File: config.mk
export PLATFORM = sky130hd
export DESIGN_NAME = nco_ctrl_core
export DESIGN_NICKNAME = d
export VERILOG_FILES = /design/src/rtl/nco_pkg.sv /design/src/rtl/nco_regbank.sv /design/src/rtl/nco_sync_delay.sv /design/src/rtl/nco_phase_path.sv /design/src/rtl/nco_ctrl_core.sv
export SDC_FILE = /design/constraint.sdc
export NUM_CORES = 1
export LEC_CHECK = 0
export BUFFER_PORTS_ARGS = -buffer_cell sky130_fd_sc_hd__buf_2
export CORE_ASPECT_RATIO = 1.25
export CORE_MARGIN = 5
export CORE_UTILIZATION = 55
export CTS_BUF_LIST = sky130_fd_sc_hd__clkbuf_8
export DETAILED_ROUTE_END_ITERATION = 8
export GPL_TIMING_DRIVEN = 0
export PLACE_DENSITY = 0.71
export SYNTH_ARGS = -nofsm -noshare
export SYNTH_HDL_FRONTEND = slang
export SYNTH_SLANG_ARGS = --single-unit
File: constraint.sdc
create_clock -name clk -period 4.2 [get_ports clk]
set_input_delay 0.42 -clock clk [delete_from_list [all_inputs] [get_ports clk]]
set_output_delay 0.42 -clock clk [all_outputs]
set_load 0.02 [all_outputs]
File: src/rtl/nco_pkg.sv
package nco_pkg;
    localparam int ACC_W  = 32;
    localparam int PH_W   = 12;
    localparam int FREG_N = 2;
    localparam int PREG_N = 4;
    localparam int FSEL_W = $clog2(FREG_N);
    localparam int PSEL_W = $clog2(PREG_N);

    typedef enum logic [1:0] {
        GRP_DATA = 2'b00,
        GRP_NOP  = 2'b01,
        GRP_SEL  = 2'b10,
        GRP_PWR  = 2'b11
    } cmd_grp_e;

    typedef struct packed {
        logic             hold_rst;
        logic             sleep;
        logic [ACC_W-1:0] fw;
        logic [PH_W-1:0]  pw;
    } nco_sel_t;

    localparam nco_sel_t SEL_RST = '{hold_rst: 1'b1, sleep: 1'b0, fw: '0, pw: '0};
endpackage

File: src/rtl/nco_regbank.sv
module nco_regbank
    import nco_pkg::*;
(
    input  logic              clk,
    input  logic              rst_n,
    input  logic              wr_en,
    input  logic [15:0]       wr_word,
    input  logic              fsel_pin,
    input  logic [PSEL_W-1:0] psel_pin,
    output nco_sel_t          sel_o,
    output logic              sync_o
);
    localparam int HOLD_W = ACC_W - 8;

    typedef struct packed {
        logic [FREG_N-1:0][ACC_W-1:0] freg;
        logic [PREG_N-1:0][PH_W-1:0]  preg;
        logic [HOLD_W-1:0]            hold;
        logic                         sync_en;
        logic                         src_bits;
        logic [FSEL_W-1:0]            fsel_bit;
        logic [PSEL_W-1:0]            psel_bits;
        logic                         sleep;
        logic                         hold_rst;
        logic [FSEL_W-1:0]            fpin;
        logic [PSEL_W-1:0]            ppin;
    } bank_t;

    bank_t bank_d, bank_q;
    cmd_grp_e grp;
    logic [3:0] addr;
    logic [7:0] data;
    logic [FSEL_W-1:0] fidx, fs;
    logic [PSEL_W-1:0] pidx, ps;

    always_comb begin
        grp  = cmd_grp_e'(wr_word[15:14]);
        addr = wr_word[11:8];
        data = wr_word[7:0];
        fidx = addr[2 +: FSEL_W];
        pidx = addr[1 +: PSEL_W];
        bank_d      = bank_q;
        bank_d.fpin = fsel_pin;
        bank_d.ppin = psel_pin;
        if (wr_en) begin
            case (grp)
                GRP_DATA: begin
                    if (wr_word[13:12] == 2'b11) begin
                        if (!addr[3]) begin
                            if (addr[1:0] == 2'b11)
                                bank_d.freg[fidx] = {data, bank_q.hold};
                            else
                                bank_d.hold[{addr[1:0], 3'b000} +: 8] = data;
                        end else begin
                            if (addr[0])
                                bank_d.preg[pidx] = {data[PH_W-9:0], bank_q.hold[7:0]};
                            else
                                bank_d.hold[7:0] = data;
                        end
                    end
                end
                GRP_SEL: begin
                    bank_d.sync_en   = wr_word[13];
                    bank_d.src_bits  = wr_word[12];
                    bank_d.fsel_bit  = wr_word[11 -: FSEL_W];
                    bank_d.psel_bits = wr_word[10 -: PSEL_W];
                end
                GRP_PWR: begin
                    bank_d.sleep    = wr_word[13];
                    bank_d.hold_rst = wr_word[12];
                    if (wr_word[11]) begin
                        bank_d.sync_en  = 1'b0;
                        bank_d.src_bits = 1'b0;
                    end
                end
                default: ;
            endcase
        end
        fs = bank_q.src_bits ? bank_q.fsel_bit  : bank_q.fpin;
        ps = bank_q.src_bits ? bank_q.psel_bits : bank_q.ppin;
        sel_o.hold_rst = bank_q.hold_rst;
        sel_o.sleep    = bank_q.sleep;
        sel_o.fw       = bank_q.freg[fs];
        sel_o.pw       = bank_q.preg[ps];
        sync_o         = bank_q.sync_en;
    end

    always_ff @(posedge clk or negedge rst_n) begin
        if (!rst_n) begin
            bank_q          <= '0;
            bank_q.hold_rst <= 1'b1;
        end else begin
            bank_q <= bank_d;
        end
    end


    clear_to_pins_chk: assert property (@(posedge clk) disable iff (!rst_n)
        (wr_en && wr_word[15:14] == 2'b11 && wr_word[11]) |=> (!sync_o && !bank_q.src_bits));


    partial_byte_chk: assert property (@(posedge clk) disable iff (!rst_n)
        (wr_en && wr_word[15:12] == 4'b0011 && !wr_word[11] && wr_word[9:8] != 2'b11)
        |=> $stable(bank_q.freg));


    ignored_cmd_chk: assert property (@(posedge clk) disable iff (!rst_n)
        (wr_en && (wr_word[15:14] == 2'b01 || (wr_word[15:14] == 2'b00 && wr_word[13:12] != 2'b11)))
        |=> ($stable(bank_q.freg) && $stable(bank_q.preg) && $stable(bank_q.hold) && $stable(sync_o)));
endmodule

File: src/rtl/nco_sync_delay.sv
module nco_sync_delay
    import nco_pkg::*;
#(
    parameter int SYNC_N = 2
) (
    input  logic     clk,
    input  logic     rst_n,
    input  nco_sel_t sel_i,
    input  logic     sync_en_i,
    output nco_sel_t sel_o
);
    nco_sel_t s2_d, s2_q;

    always_comb s2_d = sel_i;

    always_ff @(posedge clk or negedge rst_n) begin
        if (!rst_n) s2_q <= SEL_RST;
        else        s2_q <= s2_d;
    end

    generate
        if (SYNC_N > 0) begin : g_sync
            nco_sel_t chain_d [SYNC_N];
            nco_sel_t chain_q [SYNC_N];

            always_comb begin
                chain_d[0] = s2_q;
                for (int i = 1; i < SYNC_N; i++) chain_d[i] = chain_q[i-1];
            end

            always_ff @(posedge clk or negedge rst_n) begin
                if (!rst_n) begin
                    for (int i = 0; i < SYNC_N; i++) chain_q[i] <= SEL_RST;
                end else begin
                    for (int i = 0; i < SYNC_N; i++) chain_q[i] <= chain_d[i];
                end
            end

            assign sel_o = sync_en_i ? chain_q[SYNC_N-1] : s2_q;
        end else begin : g_bypass
            assign sel_o = s2_q;
        end
    endgenerate
endmodule

File: src/rtl/nco_phase_path.sv
module nco_phase_path
    import nco_pkg::*;
#(
    parameter int OUT_STAGES = 2
) (
    input  logic            clk,
    input  logic            rst_n,
    input  nco_sel_t        sel_i,
    output logic [PH_W-1:0] phase_o,
    output logic            valid_o
);
    typedef struct packed {
        logic [ACC_W-1:0]                 acc;
        logic [PH_W-1:0]                  pw;
        logic                             run;
        logic [PH_W-1:0]                  sum;
        logic                             sum_v;
        logic [OUT_STAGES-1:0][PH_W-1:0]  ow;
        logic [OUT_STAGES-1:0]            ov;
    } path_t;

    path_t path_d, path_q;

    always_comb begin
        path_d = path_q;
        if (sel_i.hold_rst)   path_d.acc = '0;
        else if (sel_i.sleep) path_d.acc = path_q.acc;
        else                  path_d.acc = path_q.acc + sel_i.fw;
        path_d.pw    = sel_i.pw;
        path_d.run   = !sel_i.hold_rst && !sel_i.sleep;
        path_d.sum   = path_q.run ? (path_q.acc[ACC_W-1 -: PH_W] + path_q.pw) : '0;
        path_d.sum_v = path_q.run;
        path_d.ow[0] = path_q.sum;
        path_d.ov[0] = path_q.sum_v;
        for (int i = 1; i < OUT_STAGES; i++) begin
            path_d.ow[i] = path_q.ow[i-1];
            path_d.ov[i] = path_q.ov[i-1];
        end
        phase_o = path_q.ow[OUT_STAGES-1];
        valid_o = path_q.ov[OUT_STAGES-1];
    end

    always_ff @(posedge clk or negedge rst_n) begin
        if (!rst_n) path_q <= '0;
        else        path_q <= path_d;
    end


    acc_cleared_chk: assert property (@(posedge clk) disable iff (!rst_n)
        sel_i.hold_rst |=> (path_q.acc == '0));


    sleep_freeze_chk: assert property (@(posedge clk) disable iff (!rst_n)
        (sel_i.sleep && !sel_i.hold_rst) |=> $stable(path_q.acc));


    idle_output_zero_chk: assert property (@(posedge clk) disable iff (!rst_n)
        !valid_o |-> (phase_o == '0));
endmodule

File: src/rtl/nco_ctrl_core.sv
module nco_ctrl_core
    import nco_pkg::*;
#(
    parameter int SYNC_N     = 2,
    parameter int OUT_STAGES = 2
) (
    input  logic              clk,
    input  logic              rst_n,
    input  logic              wr_en,
    input  logic [15:0]       wr_word,
    input  logic              fsel_pin,
    input  logic [PSEL_W-1:0] psel_pin,
    output logic [PH_W-1:0]   phase_out,
    output logic              out_valid
);
    nco_sel_t sel_raw, sel_late;
    logic     sync_en;

    nco_regbank u_bank (
        .clk      (clk),
        .rst_n    (rst_n),
        .wr_en    (wr_en),
        .wr_word  (wr_word),
        .fsel_pin (fsel_pin),
        .psel_pin (psel_pin),
        .sel_o    (sel_raw),
        .sync_o   (sync_en)
    );

    nco_sync_delay #(.SYNC_N(SYNC_N)) u_delay (
        .clk       (clk),
        .rst_n     (rst_n),
        .sel_i     (sel_raw),
        .sync_en_i (sync_en),
        .sel_o     (sel_late)
    );

    nco_phase_path #(.OUT_STAGES(OUT_STAGES)) u_path (
        .clk     (clk),
        .rst_n   (rst_n),
        .sel_i   (sel_late),
        .phase_o (phase_out),
        .valid_o (out_valid)
    );
endmodule

; Yosys cells after proc, flatten, opt, wreduce, memory -nomap -nowiden
; Cells that the tools add are included.
[classes]
n_lt_le_gt_ge = 6
n_reduce_logical = 14
n_bitwise = 2
muxes = 22
shift = 2
n_addsub = 3
eq_ne = 8
[op_table]
columns = operator, count
row1 = 32-bit two-way mux, 5
row2 = 64-bit bitwise mux, 1
row3 = 48-bit bitwise mux, 1
row4 = 46-bit two-way mux, 1
row5 = 12-bit two-way mux, 3
row6 = 32-bit adder, 1
row7 = 32-bit demux with 1-bit select, 1
row8 = 12-bit binary-select mux with 2-bit select, 1
row9 = 24-bit bitwise mux, 1
row10 = 12-bit demux with 2-bit select, 1
row11 = 8-bit two-way mux, 3
row12 = 8-bit by 7-bit variable shift with 24-bit output (first input constant), 1
row13 = 8-bit by 7-bit variable part select with 24-bit output, 1
row14 = 5-bit AND reduction, 4
row15 = 12-bit adder, 1
row16 = 2-bit == test (second input constant), 4
row17 = 5-bit negator with 7-bit output, 1
row18 = 2-bit by 3-bit less-than comparator with 1-bit output (second input constant), 2
row19 = 2-bit != test (second input constant), 3
row20 = 1-bit by 2-bit less-than comparator with 1-bit output (second input constant), 2
row21 = 2-bit two-way mux, 2
row22 = 2-bit one-hot mux with 2 select lines, 1
row23 = 2-bit AND reduction, 2
row24 = 1-bit logical AND, 3
row25 = other kinds (9), 11
[totals]
in_bits = 22
register_bits = 368
elab_cells = 93

; Depth between registers and ports, before layout
[depth]
ltp_word = 5
ltp_mapped = 15
ltp_nobuf = 13

; Hierarchy
; Synthesis repeated with hierarchy kept, for this count alone.
[hier_totals]
cells_unflattened = 1137
area_unflattened_um2 = 15682.5
[by_module_without_submodules]
columns = mod, instances, seq_area_each_um2, cells_per_inst, area_per_inst_um2
row1 = nco_regbank, 1, 3654.8, 439, 6517.5
row2 = nco_phase_path, 1, 2102.0, 509, 4948.5
row3 = nco_sync_delay, 1, 3457.1, 189, 4216.5

; Least setup slack after synthesis
; OpenSTA, ideal clock, no wires.
[synth_timing]
kind = register to register
startpoint = reg u_bank.bank_q (netlist bit u_bank.sync_o)
endpoint = reg u_path.path_q[80] (netlist bit)
path_stages_with_launch = 16
period_less_slack_ps = 3611
t_arrival_ps = 3479
setup_slack_ps = 589
setup_ps = 131
path_buffers = 2
cell_sequence = dfrtp_1 clkbuf_1 clkbuf_1 mux2_2 ha_1 inv_1 fa_1 nand2b_1 a21oi_2 o2111ai_1 a211o_1 a41oi_2 o311a_4 a31oi_1 and4b_1 or3_1
[synth_via]
elab_chain_len = 4
elab_cells_between_ends = 5
classes_between = add/sub: 1 / eq/ne: 1 / mux: 3
[synth_rtl]
columns = element, line
row1 = "start, declared", nco_regbank.sv:29  ; bank_t bank_d, bank_q;
row2 = "start signal, assigned", nco_regbank.sv:93  ; bank_q <= bank_d;
row3 = 46-bit two-way mux (*), nco_sync_delay.sv:39  ; assign sel_o = sync_en_i ? chain_q[SYNC_N-1] : s2_q;
row4 = 32-bit adder, nco_phase_path.sv:28  ; else path_d.acc = path_q.acc + sel_i.fw;
row5 = 32-bit two-way mux, nco_phase_path.sv:27  ; else if (sel_i.sleep) path_d.acc = path_q.acc;
row6 = 32-bit two-way mux, nco_phase_path.sv:26  ; if (sel_i.hold_rst) path_d.acc = '0;
row7 = "end signal, assigned", nco_phase_path.sv:45  ; else path_q <= path_d;
row8 = "end, declared", nco_phase_path.sv:22  ; path_t path_d, path_q;
; Mark *: on every way between the ends. The rest lies on a longest branch, timed or not. The select of a mux whose other input is x is not followed.
; A chain may end at the register's enable or synchronous reset.

; Worst setup path in the final report
; Same ends and word-level chain as after synthesis.

==> impl_metrics.py <==
metrics = {
    "status": {
        "status": "finished, final reports clean",
    },
    "detailed_routing": {
        "drt_iter0_drc": 345,
        "wl_um": 26900,
        "vias": 8262,
        "drc": 0,
        "viasPerCell": 5.31,
        "wl_per_cell_um": 17.3,
        "ant_nets": 0,
        "dr.pass1.iters": 4,
    },
    "sta": {
        "period_needed_ns": 3.90,
        "slew_headroom_pct": 30.0,
        "period_share_pct": 92.8,
        "finalClockSkew_ns": 0.0267,
        "layout_setup_ws_ns": 0.301,
        "setup_viol": 0,
        "hold_violations": 0,
        "hold-worst-slack_ns": 0.115,
        "rsz0062_at_grt": "no",
        "fmax_mhz": 256,
        "slew_viol_final": 0,
        "worst-slew-pin-transition_ns": 1.04,
    },
    "yosys": {
        "yosys.area_share.simple_pct": 6.01,
        "synth_top_family_by_area": "multiplexers",
        "syn_area_um2": 14900,
        "yosysWarningCount": 0,
        "synth_ff_type": "dfrtp_1",
        "postSynthCellCount": 1077,
        "synth_edf_count": 0,
        "seq_area_frac_synth_pct": 61.9,
        "synthMuxAreaShare_pct": 16.8,
        "synthArstFlopShare_pct": 100,
        "synthAdderAreaFrac_pct": 4.14,
        "netlist-cell-type-count": 64,
        "synthXorXnorAreaFrac_pct": 1.71,
        "syn-num-nets": 1147,
        "syn_avg_cell_area_um2": 13.8,
        "ys_ff_latch": 368,
        "synth-compound-area-share_pct": 6.99,
    },
    "cts": {
        "cts.sinks": 368,
        "cts_root_buf": "clkbuf_8",
        "tritoncts": "done",
        "clk_latency_ns": 0.59,
        "clk_pin_slew_worst_paths_ns": 0.07,
        "cts_buffers": 53,
        "clockBufferDepth": 3,
        "cts_max_level": 2,
    },
    "worst_setup_path": {
        "worstSetupEndpoint": "u_path.path_q[80]$_DFFE_PN0P_",
        "cp_data_arrival_time_ns": 4.36,
        "worstPathCellList": "clkbuf_2, mux2_2, ha_1, inv_1, fa_1, nand2b_1, a21oi_2, o2111ai_1, a211o_1, a41oi_2, o311a_4, a31oi_1, and4b_1, or3_1",
        "slowest_stage": "dfrtp_1",
        "r2r-start": "u_bank.sync_o$_DFFE_PN0P_",
        "cp_num_cells": 14,
        "cp-start-kind": "flop",
        "cp_top_family": "compound AO/OA/AOI/OAI gates",
        "startpoint": "u_bank.sync_o$_DFFE_PN0P_",
        "reg2reg_depth": 14,
        "path_buf_inv": 2,
        "r2r-end": "u_path.path_q[80]$_DFFE_PN0P_",
        "r2r_slack_ns": 0.30,
        "critPathKind": "reg2reg",
        "cp-end-kind": "flop",
        "cpPeakStageDelay_ns": 0.62,
        "crit_path_max_fanout": 12,
        "critPathRequiredTime_ns": 4.66,
    },
    "die": {
        "io_pins": 35,
        "start_util_pct": 55.7,
        "core_um2": 26700,
        "dieHeight_um": 194,
        "rows": 67,
        "fp.dieW_um": 157,
        "die_area_um2": 30500,
    },
    "final_layout": {
        "fin_cells": 1555,
        "antenna_cells": 0,
        "fillers": 1952,
        "layout_common_cells": "364 x dfrtp_1, 191 x mux2_2, 89 x nand2_1",
        "area_delta_synth_final_pct": 12.1,
        "drive_above_1_share_pct": 29.3,
        "nets": 1237,
        "post-route-util_pct": 62.4,
        "final_common_cell": "dfrtp_1",
    },
    "placement": {
        "io_buffer_count": 30,
        "dp_slack_ns": -0.122,
        "placed_cells": 1454,
        "gp_congestion": 0.864,
        "dp_hpwl_um": 18300,
    },
    "power_and_ir_drop": {
        "leakage_nw": 8.62,
        "irDropWorstVdd_mv": 0.344,
        "p_total_w": 0.00716,
        "powerDensity_nw_per_um2": 429,
    },
    "global_routing": {
        "gr-total-overflow": 0,
        "grtUsageTotal_pct": 18.6,
        "grt_pass1_wl_um": 45400,
        "grt_pass1_vias": 8901,
        "antenna_found_initial": 0,
        "grt_max_degree": 132,
    },
    "worst_hold_path": {
        "min_path_type": "in2reg",
    },
    "flow_run": {
        "cap_violations": 0,
    },
}
metrics by stage:
| step | instance area, um^2 | setup TNS, ns |
|---|---|---|
| final | 16700 | 0 |
| after CTS | 16700 | 0 |
| after global placement | 15500 | -1466.00 |
| after floorplan | 14900 | 0 |
| after global routing | 16700 | 0 |
| after detailed placement | 15500 | -0.164 |
cells by family (layout without fill, tap and decap cells):
group	Yosys count	count (layout)
mux	211	211
simple gates	188	188
flops	368	368
fa+ha+maj	48	48
compound gates	161	161
buf+inv	72	205
xor+xnor	29	29
power breakdown:
group          internal [W]  leakage [nW]  switching [W]
Clock               0.00156         0.651        0.00131
Sequential          0.00367          5.08      0.0000870
Combinational      0.000202          2.89       0.000324
Total               0.00544          8.62        0.00172
worst min-delay path by stage:
stage	startpoint	endpoint	slack, ns	cells past startpoint
finish	wr_word[12]	u_bank.sel_o[45]$_DFFE_PN1P_	0.11	2
global route	wr_word[12]	u_bank.sel_o[45]$_DFFE_PN1P_	0.08	2
CTS	wr_word[12]	u_bank.sel_o[45]$_DFFE_PN1P_	0.07	2
detailed placement	u_delay.g_sync.chain_d[0]$_DFF_PN0_	u_delay.g_sync.chain_q[0]$_DFF_PN0_	0.33	0
global placement	u_delay.g_sync.chain_d[30]$_DFF_PN0_	u_delay.g_sync.chain_q[30]$_DFF_PN0_	0.33	0
floorplan	rst_n	u_bank.bank_q[0]$_DFF_PN0_	0.12	0
synthesized netlist by cell type, drive strengths merged, types with 2 or more instances:
cell type | number | area (um^2)
fa | 2 | 40.0
dfrtp | 364 | 9110
nor2b | 6 | 37.5
and3 | 6 | 40.0
o21a | 2 | 15.0
xor2 | 16 | 140
nor3 | 10 | 50.1
nand4b | 2 | 17.5
o211ai | 3 | 22.5
a21oi | 37 | 196
nor3b | 4 | 30.0
dfstp | 4 | 105
mux2 | 191 | 2150
nand2b | 10 | 62.6
nand2 | 89 | 334
ha | 46 | 576
inv | 17 | 63.8
mux2i | 8 | 80.1
a32o | 3 | 30.0
a21o | 24 | 183
o31ai | 4 | 35.0
mux4 | 12 | 270
nand4 | 3 | 18.8
a211oi | 2 | 15.0
nand3 | 15 | 75.1
a22o | 6 | 52.6
o311ai | 2 | 17.5
clkbuf | 25 | 93.8
buf | 29 | 196
xnor2 | 13 | 114
or3 | 3 | 18.8
a41oi | 2 | 25.0
nor2 | 22 | 82.6
and2 | 12 | 76.3
o21ai | 63 | 319
a31oi | 3 | 18.8
state kept, by name, summed over array words and instances (netlist names):
register,flops
u_bank.bank_q,143
u_delay.g_sync.chain_d,92
u_delay.g_sync.chain_q,46
u_path.path_q,44
u_path.path_d,27
u_path.phase_o,12
u_bank.sel_o,2
u_bank.sync_o,1
u_path.valid_o,1
per-layer routing:
| layer | global-route usage (%) | share of wire, % | vias to the layer above | routed length, um |
|---|---|---|---|---|
| met2 | 30.4 | 49 | 126 | 13300 |
| met1 | 25.3 | 45 | 4123 | 12100 |
| met3 | 3.24 | 3.4 | 40 | 918 |
| met4 | 6.34 | 2.3 | 0 | 615 |
| li1 | - | - | 3973 | - |
| met5 | 0 | 0 | - | 0 |
timing repair:
action                                 CTS  global route
endpoints found under the hold margin  114             0
setup buffers                            0             0
gates resized for setup                  3             0
setup endpoints to repair                3             3
hold buffers                             4             0
cell type report:
class	instances	area, um^2	area share, %
buffer	54	302	1.81
clock buffer	67	922	5.53
clock inverter	31	193	1.15
inverter	17	63.8	0.382
multi-input combinational	637	5310	31.8
sequential	368	9210	55.2
tap	345	432	2.59
timing repair buffer	36	255	1.53
Note: power is estimated with default switching activity, not from simulation.
